### config.mk
export PLATFORM = sky130hd
export DESIGN_NAME = irq_ctl8
export DESIGN_NICKNAME = d
export VERILOG_FILES = /design/src/rtl/irq_ctl_pkg.sv /design/src/rtl/irq_prog_seq.sv /design/src/rtl/irq_prio_pick.sv /design/src/rtl/irq_req_track.sv /design/src/rtl/irq_ctl8.sv
export SDC_FILE = /design/constraint.sdc
export NUM_CORES = 1
export LEC_CHECK = 0
export BUFFER_PORTS_ARGS = -buffer_cell sky130_fd_sc_hd__buf_4
export CAP_MARGIN = 20
export CORE_MARGIN = 4
export CORE_UTILIZATION = 48
export CTS_CLUSTER_DIAMETER = 200
export CTS_CLUSTER_SIZE = 40
export DETAILED_ROUTE_END_ITERATION = 16
export GPL_TIMING_DRIVEN = 0
export PLACE_DENSITY = 0.71
export SYNTH_ARGS = -nofsm -noshare
export SYNTH_HDL_FRONTEND = slang
export SYNTH_SLANG_ARGS = --single-unit
### constraint.sdc
create_clock -name clk -period 1.78 [get_ports clk]
set_input_delay 0.089 -clock clk [delete_from_list [all_inputs] [get_ports clk]]
set_output_delay 0.089 -clock clk [all_outputs]
set_load 0.005 [all_outputs]
### src/rtl/irq_ctl_pkg.sv
package irq_ctl_pkg;
  localparam logic [7:0] CMD_SETUP = 8'h11;
  localparam logic [7:0] CMD_EOI   = 8'h20;

  typedef enum logic [1:0] {
    SQ_IDLE = 2'd0,
    SQ_BASE = 2'd1,
    SQ_CASC = 2'd2,
    SQ_MODE = 2'd3
  } seq_state_t;
endpackage

### src/rtl/irq_prog_seq.sv
module irq_prog_seq
  import irq_ctl_pkg::*;
#(
  parameter int DW = 8
) (
  input  logic          clk,
  input  logic          rst_n,
  input  logic          wr,
  input  logic          a0,
  input  logic [DW-1:0] wdata,
  output logic [DW-1:0] mask,
  output logic [DW-1:0] base,
  output logic          eoi
);
  seq_state_t    st_q;
  logic [DW-1:0] mask_q, base_q;
  logic          cmd_wr, dat_wr;

  assign cmd_wr = wr && !a0;
  assign dat_wr = wr && a0;

  always_ff @(posedge clk) begin
    if (!rst_n) begin
      st_q   <= SQ_IDLE;
      mask_q <= '1;
      base_q <= '0;
    end else begin
      if (cmd_wr && wdata == CMD_SETUP) begin
        st_q <= SQ_BASE;
      end else if (dat_wr) begin
        unique case (st_q)
          SQ_IDLE: mask_q <= wdata;
          SQ_BASE: begin base_q <= wdata; st_q <= SQ_CASC; end
          SQ_CASC: st_q <= SQ_MODE;
          SQ_MODE: st_q <= SQ_IDLE;
        endcase
      end
    end
  end

  assign mask = mask_q;
  assign base = base_q;
  assign eoi  = cmd_wr && (wdata == CMD_EOI);

  a_r4_mask_hold: assert property (@(posedge clk) disable iff (!rst_n)
    (dat_wr && st_q != SQ_IDLE) |=> $stable(mask_q));
  a_r2_base_load: assert property (@(posedge clk) disable iff (!rst_n)
    (dat_wr && !cmd_wr && st_q == SQ_BASE) |=> (base_q == $past(wdata)));
endmodule

### src/rtl/irq_prio_pick.sv
module irq_prio_pick #(
  parameter int N  = 8,
  localparam int IW = $clog2(N)
) (
  input  logic [N-1:0]  req,
  output logic          any,
  output logic [IW-1:0] idx
);
  always_comb begin
    any = 1'b0;
    idx = '0;
    for (int i = N - 1; i >= 0; i--) begin
      if (req[i]) begin
        any = 1'b1;
        idx = IW'(i);
      end
    end
  end
endmodule

### src/rtl/irq_req_track.sv
module irq_req_track #(
  parameter int N  = 8,
  localparam int IW = $clog2(N)
) (
  input  logic          clk,
  input  logic          rst_n,
  input  logic [N-1:0]  irq_in,
  input  logic [N-1:0]  mask,
  input  logic          ack,
  input  logic          eoi,
  output logic          signal,
  output logic          grant,
  output logic [IW-1:0] grant_idx
);
  logic [N-1:0] prev_q, pend_q, isr_q, rise, cand, take;
  logic         any;

  for (genvar g = 0; g < N; g++) begin : g_line
    always_ff @(posedge clk) begin
      if (!rst_n) prev_q[g] <= 1'b0;
      else        prev_q[g] <= irq_in[g];
    end
    assign rise[g] = irq_in[g] && !prev_q[g];
    assign take[g] = grant && (grant_idx == IW'(g));
  end

  assign cand = pend_q & ~mask;

  irq_prio_pick #(.N(N)) u_pick (.req(cand), .any(any), .idx(grant_idx));

  assign signal = any && (isr_q == '0);
  assign grant  = signal && ack;

  always_ff @(posedge clk) begin
    if (!rst_n) begin
      pend_q <= '0;
      isr_q  <= '0;
    end else begin
      pend_q <= (pend_q & ~take) | rise;
      isr_q  <= (eoi ? '0 : isr_q) | take;
    end
  end

  a_r9_single_service: assert property (@(posedge clk) disable iff (!rst_n)
    $onehot0(isr_q));
  a_r9_ack_sets_service: assert property (@(posedge clk) disable iff (!rst_n)
    grant |=> $onehot(isr_q));
  a_r10_eoi_clears: assert property (@(posedge clk) disable iff (!rst_n)
    (eoi && !grant) |=> (isr_q == '0));
endmodule

### src/rtl/irq_ctl8.sv
module irq_ctl8 #(
  parameter int N  = 8,
  parameter int DW = 8,
  localparam int IW = $clog2(N)
) (
  input  logic          clk,
  input  logic          rst_n,
  input  logic [N-1:0]  irq_in,
  input  logic          wr,
  input  logic          rd,
  input  logic          a0,
  input  logic [DW-1:0] wdata,
  output logic [DW-1:0] rdata,
  output logic          int_out,
  input  logic          inta,
  output logic          vec_valid,
  output logic [DW-1:0] vec_out
);
  logic [DW-1:0] mask, base;
  logic          eoi, grant;
  logic [IW-1:0] gidx;
  logic          vv_q;
  logic [DW-1:0] vec_q;

  irq_prog_seq #(.DW(DW)) u_seq (
    .clk(clk), .rst_n(rst_n), .wr(wr), .a0(a0), .wdata(wdata),
    .mask(mask), .base(base), .eoi(eoi)
  );

  irq_req_track #(.N(N)) u_trk (
    .clk(clk), .rst_n(rst_n), .irq_in(irq_in), .mask(mask[N-1:0]),
    .ack(inta), .eoi(eoi), .signal(int_out), .grant(grant), .grant_idx(gidx)
  );

  always_ff @(posedge clk) begin
    if (!rst_n) begin
      vv_q  <= 1'b0;
      vec_q <= '0;
    end else begin
      vv_q <= grant;
      if (grant) vec_q <= {base[DW-1:IW], gidx};
    end
  end

  assign vec_valid = vv_q;
  assign vec_out   = vec_q;
  assign rdata     = (rd && a0) ? mask : '0;

  a_r8_vec_base: assert property (@(posedge clk) disable iff (!rst_n)
    vec_valid |-> (vec_out[DW-1:IW] == $past(base[DW-1:IW])));
  a_r9_ack_drops_int: assert property (@(posedge clk) disable iff (!rst_n)
    (inta && int_out && !eoi) |=> !int_out);
  a_r8_pulse: assert property (@(posedge clk) disable iff (!rst_n)
    vec_valid |=> !vec_valid);
endmodule

==> reports/results.ini <==
[status]
status=completed

[drt]
firstDrtPassIters=4
finalWirelength_microns=4800
drt_iter0_drc=108
vias=1783
wire_per_inst_microns=14.6
drc=0
drtAntennaViolNets=0
vias_per_cell=5.40

[clocking]
htree_levels=2
clkTransAtPathRegs_ns=0.08
cts.sink_count=48
cts_tree=built
cts-root-buf=clkbuf_8
cts_buffers=5
insertion_delay_ns=0.30
cts_buffer_depth=2

[sta]
setup_tns_ns=0
worst_pin_slew_ns=0.797
skew_ns=0.00756
hold_viol_final=0
min_period_over_period_pct=98.3
fin_crit_ns=1.75
drv_slew=0
slew-limit-headroom_pct=46.2
setup_viol_count_final=0
clock.fmax_mhz=572
rsz0062_at_grt=true

[setup_path]
cp_cell_sequence=and2b_1 > nor4_4 > and3_4 > nor2_1 > buf_4
path_buf_inv=1
required_ns=1.69
cp_slowest_cell=dfxtp_2
critPathKind=flip-flop to output port
regToRegStartpoint=u_trk.pend_q[6]
r2r_end=u_trk.pend_q[5]
r2r_slack_ns=0.09
reg2regPathDepth=5
slowest_delay_ns=0.38
end_kind=output port
worstPathArrival_ns=1.66
crit_family=simple AND/OR/NAND/NOR gates
crit_fanout=5
start_kind=flip-flop

[floorplanning]
die_w_microns=73.7
start_util_pct=50.7
ioPinCount=40
core_area_sq_um=4090
row_count=23
die-area_sq_um=5430
die_y_microns=73.7

[global_route]
grt_max_degree=16
grt_pass1_vias=1633
grt-ovfl-total=0
antenna_found_initial=0
grt_util_all_layers_pct=18.1
grt_pass1_wl_microns=7580

[worst_hold_path]
hold_depth=2
worstHoldStart=irq_in[0]
whs_endpoint=u_trk.prev_q[0]
hold_path.class=input pin to flip-flop

[place]
io_buffers=39
place_inst=313
postPlaceCellArea_sq_um=2430
dp_hpwl_microns=3550
routabilityCongestion=0.836

[pwr]
peakVddDrop_v=0.000605
power.total_w=0.00229
power.density_cell_area_nw_per_um2=865
cellLeakagePower_nw=1.16

[layout]
layoutNonFillerInstCount=330
drive_gt1_share_pct=24.6
nFillCells=372
diodes=0
final_area_sq_um=2650
finalNetCount=301
syn_to_final_growth_pct=28.0

[logic_synthesis]
avgSynthCellArea_sq_um=9.24
netlist_instances=224
ys_warn_count=0
ys_ff_latch=48
synth_cell_type_count=44
mappedNetlistNets=246
ys_seq_area_share_pct=46.4
syn_area_sq_um=2070

[flow_run]
maxCapViolCount=0

metal layers:
metal | vias up | routed length, microns | share of wire [%] | GRT usage, %
met5 | - | 0 | 0 | 0
met4 | 0 | 57 | 1.2 | 7.24
met3 | 5 | 309 | 6.4 | 3.15
met2 | 54 | 2230 | 46 | 26.8
met1 | 819 | 2210 | 46 | 25.8
li1 | 905 | - | - | -
cells in the final DEF (no fill, tap or decap), drive strengths merged, types with 9 or more instances in the layout:
cell type,instances
nand3,13
dfxtp,48
mux2i,10
nor2,22
and2,9
and3,9
a21oi,10
buf,42
o21ai,9
nand2,31
clkbuf,11
worst reg2reg max path: stages (launching register included):
cell      delay, ns
dfxtp_1        0.32
nor2b_1        0.17
o311ai_2       0.44
a22o_2         0.32
nand2_1        0.09
a32o_1         0.26
where the power goes:
| group | switching [W] | internal (W) | total [W] |
|---|---|---|---|
| Sequential | 0.0000368 | 0.00112 | 0.00116 |
| Clock | 0.000352 | 0.000416 | 0.000767 |
| Combinational | 0.000187 | 0.000177 | 0.000364 |
| Total | 0.000576 | 0.00172 | 0.00229 |
logic make-up (layout without fill, tap and decap cells):
| kind of cell | after synthesis | after routing | synth area share (%) |
|---|---|---|---|
| compound gates | 39 | 40 | 14.1 |
| mux | 10 | 10 | 4.83 |
| buf+inv | 13 | 68 | 2.36 |
| simple gates | 114 | 114 | 32.3 |
| flops | 48 | 48 | 46.4 |
through the flow:
stage | util, % | setup slack [ns] | hold slack [ns]
2_1_floorplan | - | 0.282 | 0.201
3_3_place_gp | 59.4 | 0.0696 | 0.295
3_5_place_dp | 59.4 | 0.0593 | 0.299
4_1_cts | 63.6 | 0.0381 | 0.000470
5_1_grt | 64.9 | -0.0397 | 0.0212
6_report | 64.9 | 0.0307 | 0.0118
repair_timing:
action | CTS | global route
setup endpoints to repair | 0 | 9
setup buffers | 0 | 2
hold buffers | 6 | 0
gates resized for setup | 0 | 5
endpoints found under the hold margin | 6 | 0
worst max-delay path by stage:
stage                   startpoint  slack [ns]  cells past startpoint         endpoint
floorplan           u_trk.isr_q[1]        0.28                      5  u_trk.pend_q[5]
global placement     u_seq.mask[3]        0.07                      5  u_trk.pend_q[5]
detailed placement   u_seq.mask[3]        0.06                      5  u_trk.pend_q[5]
CTS                  u_seq.mask[1]        0.04                      5          int_out
global route         u_seq.mask[1]       -0.04                      5          int_out
finish               u_seq.mask[1]        0.03                      5          int_out
Yosys cell counts, drive strengths merged:
library cell | instances | area, sq um
dfxtp | 48 | 961
nand2 | 31 | 116
nor2 | 22 | 82.6
nand3 | 13 | 70.1
a21oi | 10 | 50.1
mux2i | 10 | 100
and2 | 9 | 58.8
and3 | 9 | 56.3
o21ai | 9 | 45.0
nor2b | 8 | 62.6
clkbuf | 6 | 22.5
nand2b | 6 | 45.0
a32o | 5 | 50.1
inv | 5 | 18.8
nor4 | 5 | 97.6
a211oi | 3 | 22.5
nor3 | 3 | 15.0
a31oi | 2 | 27.5
o311ai | 2 | 25.0
o31ai | 2 | 15.0
or2 | 2 | 12.5
a22o | 1 | 10.0
a22oi | 1 | 7.51
a311oi | 1 | 15.0
a41oi | 1 | 8.76
and2b | 1 | 7.51
buf | 1 | 3.75
clkinv | 1 | 3.75
nand3b | 1 | 7.51
nor3b | 1 | 7.51
nor4b | 1 | 15.0
o211ai | 1 | 7.51
o32ai | 1 | 8.76
or2b | 1 | 7.51
or3 | 1 | 6.26
area by class of cell:
cell class                 instances  area, sq um  area share (%)
buffer                             7         26.3           0.992
timing repair buffer              47          368            13.9
sequential                        48          962            36.3
clock inverter                     3         42.5            1.61
tap                               50         62.6            2.36
multi-input combinational        164         1100            41.4
inverter                           6         22.5           0.850
clock buffer                       5         68.8            2.60
flip-flops by register name (all words and copies together), names as in the netlist:
name          cells
u_seq.base        5
u_trk.pend_q      8
u_trk.prev_q      8
u_seq.st_q        2
u_seq.mask        8
vec_valid         1
vec_out           8
u_trk.isr_q       8
(Power assumes the default switching activity.)
